<file path="config.mk">
export PLATFORM = sky130hd
export DESIGN_NAME = dram_cmd_sched
export DESIGN_NICKNAME = d
export VERILOG_FILES = /design/src/rtl/dram_cmd_sched.sv
export SDC_FILE = /design/constraint.sdc
export NUM_CORES = 1
export LEC_CHECK = 0
export CAP_MARGIN = 10
export CORE_MARGIN = 10
export CORE_UTILIZATION = 60
export CTS_BUF_LIST = sky130_fd_sc_hd__clkbuf_2
export CTS_CLUSTER_DIAMETER = 120
export DETAILED_ROUTE_END_ITERATION = 16
export DONT_BUFFER_PORTS = 1
export GPL_ROUTABILITY_DRIVEN = 1
export PLACE_DENSITY = 0.8
export SYNTH_ARGS = -nofsm -noshare
export SYNTH_HDL_FRONTEND = slang
export SYNTH_SLANG_ARGS = --single-unit
</file>
<file path="constraint.sdc">
create_clock -name clk -period 7.1 [get_ports clk]
set_clock_uncertainty 0.05 [all_clocks]
set_input_delay 1.42 -clock clk [delete_from_list [all_inputs] [get_ports clk]]
set_output_delay 1.42 -clock clk [all_outputs]
set_load 0.01 [all_outputs]
</file>
<file path="src/rtl/dram_cmd_sched.sv">
module dram_cmd_sched #(
  parameter int NBANK = 4,
  parameter int ROW_W = 8,
  parameter int COL_W = 6,
  parameter int TAG_W = 4,
  parameter int DEPTH = 8,
  parameter int T_RP  = 2,
  parameter int T_RCD = 2
) (
  input  logic                                   clk,
  input  logic                                   rst_n,
  input  logic [1:0]                             policy,
  input  logic                                   req_valid,
  output logic                                   req_ready,
  input  logic [$clog2(NBANK)-1:0]               req_bank,
  input  logic [ROW_W-1:0]                       req_row,
  input  logic [COL_W-1:0]                       req_col,
  input  logic                                   req_write,
  input  logic [TAG_W-1:0]                       req_tag,
  output logic                                   cmd_valid,
  output logic [2:0]                             cmd_code,
  output logic [$clog2(NBANK)-1:0]               cmd_bank,
  output logic [(ROW_W>COL_W?ROW_W:COL_W)-1:0]   cmd_addr,
  output logic                                   done_valid,
  output logic [TAG_W-1:0]                       done_tag
);
  localparam int BANK_W = $clog2(NBANK);
  localparam int ADDR_W = (ROW_W > COL_W) ? ROW_W : COL_W;
  localparam int IDX_W  = $clog2(DEPTH);
  localparam int CNT_W  = $clog2(DEPTH + 1);
  localparam int TMR_W  = $clog2(((T_RP > T_RCD) ? T_RP : T_RCD) + 1);
  localparam logic [2:0] C_PRE = 3'd1, C_ACT = 3'd2, C_RD = 3'd3, C_WR = 3'd4;
  localparam logic [1:0] K_COL = 2'd0, K_PRE = 2'd1, K_ACT = 2'd2;

  logic [BANK_W-1:0] q_bank [DEPTH];
  logic [ROW_W-1:0]  q_row  [DEPTH];
  logic [COL_W-1:0]  q_col  [DEPTH];
  logic              q_wr   [DEPTH];
  logic [TAG_W-1:0]  q_tag  [DEPTH];
  logic [CNT_W-1:0]  count;

  logic              bank_open [NBANK];
  logic [ROW_W-1:0]  open_row  [NBANK];
  logic [TMR_W-1:0]  tmr       [NBANK];

  logic [1:0]        kind [DEPTH];
  logic [DEPTH-1:0]  elig, hit, mask;
  logic [IDX_W-1:0]  sel;
  logic [1:0]        sel_kind;
  logic              accept, deq;
  logic [CNT_W-1:0]  wr_idx;

  always_comb begin
    for (int i = 0; i < DEPTH; i++) begin
      if (!bank_open[q_bank[i]])                 kind[i] = K_ACT;
      else if (open_row[q_bank[i]] == q_row[i])  kind[i] = K_COL;
      else                                       kind[i] = K_PRE;
      elig[i] = (CNT_W'(i) < count) && (tmr[q_bank[i]] == '0);
      hit[i]  = elig[i] && (kind[i] == K_COL);
    end
    if (policy == 2'd0)              mask = elig & DEPTH'(1);
    else if (policy == 2'd1 && |hit) mask = hit;
    else                             mask = elig;
    sel = '0;
    for (int i = DEPTH - 1; i >= 0; i--)
      if (mask[i]) sel = IDX_W'(i);
  end

  assign sel_kind   = kind[sel];
  assign cmd_valid  = |mask;
  assign cmd_bank   = q_bank[sel];
  assign cmd_code   = !cmd_valid ? 3'd0 : sel_kind == K_PRE ? C_PRE :
                      sel_kind == K_ACT ? C_ACT : (q_wr[sel] ? C_WR : C_RD);
  assign cmd_addr   = !cmd_valid ? '0 : sel_kind == K_ACT ? ADDR_W'(q_row[sel]) :
                      sel_kind == K_COL ? ADDR_W'(q_col[sel]) : '0;
  assign deq        = cmd_valid && sel_kind == K_COL;
  assign done_valid = deq;
  assign done_tag   = q_tag[sel];
  assign req_ready  = count < CNT_W'(DEPTH);
  assign accept     = req_valid && req_ready;
  assign wr_idx     = count - CNT_W'(deq);

  always_ff @(posedge clk) begin
    if (!rst_n) begin
      count <= '0;
      for (int b = 0; b < NBANK; b++) begin
        bank_open[b] <= 1'b0;
        open_row[b]  <= '0;
        tmr[b]       <= '0;
      end
    end else begin
      for (int b = 0; b < NBANK; b++) begin
        if (tmr[b] != '0) tmr[b] <= tmr[b] - 1'b1;
        if (cmd_valid && cmd_bank == BANK_W'(b)) begin
          if (sel_kind == K_PRE) begin
            bank_open[b] <= 1'b0;
            tmr[b]       <= TMR_W'(T_RP - 1);
          end else if (sel_kind == K_ACT) begin
            bank_open[b] <= 1'b1;
            open_row[b]  <= q_row[sel];
            tmr[b]       <= TMR_W'(T_RCD - 1);
          end
        end
      end
      for (int i = 0; i < DEPTH - 1; i++)
        if (deq && IDX_W'(i) >= sel) begin
          q_bank[i] <= q_bank[i+1];
          q_row[i]  <= q_row[i+1];
          q_col[i]  <= q_col[i+1];
          q_wr[i]   <= q_wr[i+1];
          q_tag[i]  <= q_tag[i+1];
        end
      if (accept) begin
        q_bank[wr_idx[IDX_W-1:0]] <= req_bank;
        q_row[wr_idx[IDX_W-1:0]]  <= req_row;
        q_col[wr_idx[IDX_W-1:0]]  <= req_col;
        q_wr[wr_idx[IDX_W-1:0]]   <= req_write;
        q_tag[wr_idx[IDX_W-1:0]]  <= req_tag;
      end
      count <= count + CNT_W'(accept) - CNT_W'(deq);
    end
  end

  AST_NO_OVERFLOW: assert property (@(posedge clk) disable iff (!rst_n)
    count <= CNT_W'(DEPTH));
  AST_FULL_STALL: assert property (@(posedge clk) disable iff (!rst_n)
    (count == CNT_W'(DEPTH) && !deq) |=> (count == CNT_W'(DEPTH)));
  AST_DONE_IS_COL: assert property (@(posedge clk) disable iff (!rst_n)
    done_valid |-> (cmd_code == C_RD || cmd_code == C_WR));
  AST_COL_ON_OPEN: assert property (@(posedge clk) disable iff (!rst_n)
    (cmd_code == C_RD || cmd_code == C_WR) |-> bank_open[cmd_bank]);
  AST_PRE_ON_OPEN: assert property (@(posedge clk) disable iff (!rst_n)
    (cmd_code == C_PRE) |-> bank_open[cmd_bank]);
  AST_PRE_GAP: assert property (@(posedge clk) disable iff (!rst_n)
    (cmd_code == C_PRE) |=> !(cmd_code == C_ACT && cmd_bank == $past(cmd_bank)));
  AST_ACT_GAP: assert property (@(posedge clk) disable iff (!rst_n)
    (cmd_code == C_ACT) |=> !(cmd_valid && cmd_bank == $past(cmd_bank)));
  AST_INORDER_HEAD: assert property (@(posedge clk) disable iff (!rst_n)
    (policy == 2'd0 && done_valid) |-> (done_tag == q_tag[0]));
endmodule

</file>
==> Word level (Yosys, flattened, before mapping) <==
Memory sizes are Yosys's and may differ from the RTL's.
Index checks and enable logic that the tools add are counted.
{ "word_totals": {"out_inout_bits": 20, "memories": 8, "mem_bits_rw": 212, "ff_bits": 4, "elab_cells": 251} }
{ "op_classes": {"bitwise_logic": 25, "mux": 124, "eq_ne": 14, "order_cmp": 17, "addsub": 7, "n_reduce_logical": 55} }
{ "memory_table": {"columns": ["name", "words", "width", "rd", "rd_clocked_by_memory_dff", "write_ports", "line_no", "source"], "rows": [
  ["q_row", 8, 8, 9, 0, 8, "36", "logic [ROW_W-1:0] q_row [DEPTH];"],
  ["q_col", 8, 6, 8, 0, 8, "37", "logic [COL_W-1:0] q_col [DEPTH];"],
  ["open_row", 4, 8, 8, 0, 4, "43", "logic [ROW_W-1:0] open_row [NBANK];"],
  ["q_tag", 8, 4, 8, 0, 8, "39", "logic [TAG_W-1:0] q_tag [DEPTH];"],
  ["q_bank", 8, 2, 9, 0, 8, "35", "logic [BANK_W-1:0] q_bank [DEPTH];"],
  ["q_wr", 8, 1, 8, 0, 8, "38", "logic q_wr [DEPTH];"],
  ["+2 memories", null, null, null, null, null, null, null]
]} }
{ "ops": {"columns": ["op", "n"], "rows": [
  ["$mux W1", 80],
  ["$eq A8 B8 Y1", 8],
  ["$mux W8", 8],
  ["$mux W2", 22],
  ["$logic_not A2 Y1", 19],
  ["$mux W3", 12],
  ["$logic_and A1 B1 Y1", 30],
  ["$or A1 B1 Y1", 24],
  ["$lt A3 B4 Y1 const A", 4],
  ["$reduce_or A8 Y1", 2],
  ["$ge A3 B3 Y1 const A", 3],
  ["$lt A1 B4 Y1 const A", 2],
  ["$lt A2 B4 Y1 const A", 2],
  ["$reduce_bool A2 Y1", 4],
  ["$sub A2 B1 Y2 const B", 4],
  ["$bmux W2 S3", 1],
  ["$eq A2 B1 Y1 const B", 3],
  ["$eq A2 B2 Y1 const B", 3],
  ["$ge A1 B3 Y1 const A", 2],
  ["$ge A2 B3 Y1 const A", 2],
  ["$mux W6", 1],
  ["$add A4 B1 Y4", 1],
  ["$ge A4 B4 Y1 const B", 1],
  ["$lt A4 B4 Y1 const B", 1],
  ["other kinds (3)", 3]
]} }

==> Logic depth before layout (Yosys ltp) <==
An unclocked memory read counts as a cell.
{ "depth": {"ltp_word": 30, "depth_mapped": 24, "mapped_depth_nobuf": 20} }

==> Worst setup path before layout <==
OpenSTA, ideal clock, no wires.
{ "synth_path": {"path_kind": "reg-to-reg", "startpoint": "memory q_bank[7][0] (netlist name)", "endpoint": "memory q_bank[7][0] (netlist name), enable pin", "n_path_buf": 5, "required_ns": 6.625, "setup_time_ns": 0.425, "slack_ns": 0.223, "stages_incl_launch_ff": 22, "arrival_ns": 6.402, "path_cell_list": "edfxtp_1 > buf_6 > mux4_2 > xnor2_1 > nand4_1 > nor4b_2 > or4_1 > o311a_1 > or2_1 > a2111o_1 > buf_2 > a21oi_1 > a21oi_1 > o2111ai_1 > nand2b_1 > buf_2 > buf_6 > nor2_1 > ha_1 > ha_1 > clkbuf_1 > nor3_1"} }
{ "synth_rtl": {"columns": ["element", "line_no"], "rows": [
  ["from (decl)", "35"]
]} }

==> flow_summary.ini <==
[finish]
synthToLayoutAreaGrowth_pct = 17.41
final_area_sq_um = 16680
regArea_sq_um = 6416
n_fill_cell = 1589
nets = 1310
layout-drive-gt1-share_pct = 41.95
multi_input_area_sq_um = 7874

[die]
io_pins = 46
die-area_sq_um = 30230
die_y_microns = 173.9
dieWidth_microns = 173.9
core-area_sq_um = 23400
start_util_pct = 60.70
row_count = 56

[detailed_routing]
vias_per_cell = 7.148
first_pass_iters = 5
drc = 0
drtIter0Drc = 1704
routedWlPerCell_microns = 28.70
wirelength_mm = 46.81
vias = 11659
ant_nets = 0

[yosys]
ys_seq_area_share_pct = 45.17
synthTopCellsByCount = 209 x edfxtp_1, 148 x nand2_1, 146 x mux2_2, 79 x mux4_2, 66 x xnor2_1
synth-edff-count = 209
synth_top_area_share_pct = 44.18
synth_ff_type = edfxtp_1
syn-cell-area_sq_um = 14200
synth.most_common_cell = edfxtp_1
syn_avg_cell_area_sq_um = 12.45
netlist.top_cell.by_area = edfxtp_1
synth_seq_cells = 216
syn-num-nets = 1180
ys_types = 92
postSynthCellCount = 1141
ys.warnings.count = 0
synthTopCellsByArea = edfxtp_1 44%, mux4_2 13%, mux2_2 12%, xnor2_1 4.1%, nand2_1 3.9%
async_flop_share_pct = 0

[global_routing]
grt_pass1_vias = 11298
grt_util_met3_pct = 8.234
use_met1_pct = 37.37
grt-busiest-layer = met2
grt_pass1_wl_mm = 68.61
grt_antenna_before_repair = 1
globalRouteOverflowTotal = 0
met2_usage_pct = 45.47
grt_max_degree = 50
grt_use_total_pct = 29.38

[timing]
setup-violations-final = 2
setup_ws_ns = -0.006833
worst_pin_slew_ns = 1.064
finalHoldViolCount = 0
rsz0062_at_grt = yes
post-route-period-util_pct = 100.1
timing.final.crit_period_ns = 7.107
relSlewSlack_pct = 28.82
drv_slew = 0
fmaxAchievable_ghz = 0.1407

[status]
outcome = finished with violations
violations = setup timing

[worst_setup_path]
required_ns = 5.63
cp.arrival_ns = 5.64
critPathMaxStageDelay_ns = 0.67
critPathKind = flop to primary output
critPathLaunchType = flop
crit_path_end_kind = primary output
crit_fanout = 8
slowest_stage = o31ai_1
cpMostUsedCell = buf_4
path_cells = buf_4, mux4_2, xnor2_1, nand4_1, nor2_1, a2111oi_4, a221oi_2, o22ai_1, o31ai_1, buf_4, nand3_1, a41o_1, a21oi_1

[clock_network]
clk_pin_slew_worst_paths_ns = 0.12
numCtsBuffers = 56
cts_sinks = 216
hold_buffers = 0
cts.path.max_buffers = 3
root_buffer = clkbuf_2
cts_tree = built
htree_levels = 2
clk_latency_ns = 0.91

[placement]
post_dp_cell_area_sq_um = 15180
gp_congestion = 1.012
hpwl_mm = 30.96
io_buffers = 0

[flow_run]
cap_viol_max_count = 0

[min_path]
hp-class = flop to flop
## cell type report
type                            instances  share of cell area [%]
Clock buffer                           86                   2.581
Clock inverter                         12                  0.5701
Sequential cell                       216                   38.47
Inverter                               30                  0.6752
Tap cell                              319                   2.393
Antenna cell                            1                 0.01500
Timing Repair Buffer                  141                   8.087
Multi-Input combinational cell        826                   47.21
## registers in the layout (all words and copies together) (netlist names)
signal	count
q_tag	32
q_col	48
bank_open	4
open_row	32
q_bank	16
count	4
q_wr	8
tmr	8
q_row	64
## metrics by stage
step                       TNS [ns]  util, %  hold slack (ns)  worst slack (ns)  std cells
after floorplan                   0        -           0.4462            0.2227       1141
after global placement            0    64.87           0.4883            0.2944       1473
after detailed placement          0    64.87           0.4950            0.2405       1473
after CTS                         0    69.45           0.5104         0.0001545       1614
after global routing        -0.4629    71.27           0.5148          -0.08353       1631
final                     -0.006898    71.27           0.4977         -0.006833       1631
## repair_timing
item,CTS,global route
pin swaps,9,19
resized for setup,22,56
setup endpoints to repair,18,16
setup buffers,43,15
gates cloned,0,1
## routing by layer
metal	vias up	part of all wire, %
met5	-	0
met2	964	47
li1	4748	-
met4	0	5.1
met3	200	13
met1	5747	35
## worst max-delay path: cells and delay by family (launching register included)
family | cells | cell delay (ns)
buffers and inverters | 2 | 0.53
muxes | 1 | 0.50
AOI/OAI and AO/OA | 6 | 2.11
and+or+nand+nor | 3 | 0.82
xor gates and xnor gates | 1 | 0.31
DFF | 1 | 0.44
## logic make-up after synthesis
family                   synth area share (%)
XOR/XNOR                                4.193
flip-flops                              45.17
adder cells (fa/ha/maj)                 1.198
AND/OR/NAND/NOR                         12.26
buffers and inverters                   3.153
AO/OA/AOI/OAI                           8.976
multiplexers                            25.05
## final timing paths
kind / startpoint / end / slack, ns / cells after the start
worst max-delay path: open_row[0][0]$_SDFFCE_PN0P_ / cmd_code[1] / -0.007 / 13
worst min-delay path: q_col[6][4]$_DFFE_PP_ / q_col[5][4]$_DFFE_PP_ / 0.50 / 1
worst max register to register: open_row[1][0]$_SDFFCE_PN0P_ / q_bank[0][1]$_DFFE_PP_ / 0.67 / 22
worst min register to register: q_col[6][4]$_DFFE_PP_ / q_col[5][4]$_DFFE_PP_ / 0.50 / 1
## cell usage in the layout (no fill, tap or decap), types with 7 or more instances in the layout
| cell | count |
|---|---|
| edfxtp_1 | 209 |
| nand2_1 | 146 |
| mux2_2 | 146 |
| buf_4 | 112 |
| clkbuf_2 | 87 |
| mux4_2 | 79 |
| xnor2_1 | 63 |
| a21oi_1 | 49 |
| nand3_1 | 34 |
| inv_1 | 28 |
| nor2_1 | 27 |
| nor3_1 | 26 |
| buf_12 | 21 |
| nand4_1 | 19 |
| o21ai_0 | 12 |
| mux2i_1 | 12 |
| ha_1 | 12 |
| nor4_4 | 8 |
| o21ai_1 | 8 |
| nor2b_1 | 8 |
| clkinv_1 | 8 |
| a32oi_1 | 7 |
| dfxtp_1 | 7 |
Power is left out: the tool's default activity adds up to more than one toggle a clock period on the data nets, which glitch-free logic cannot reach.
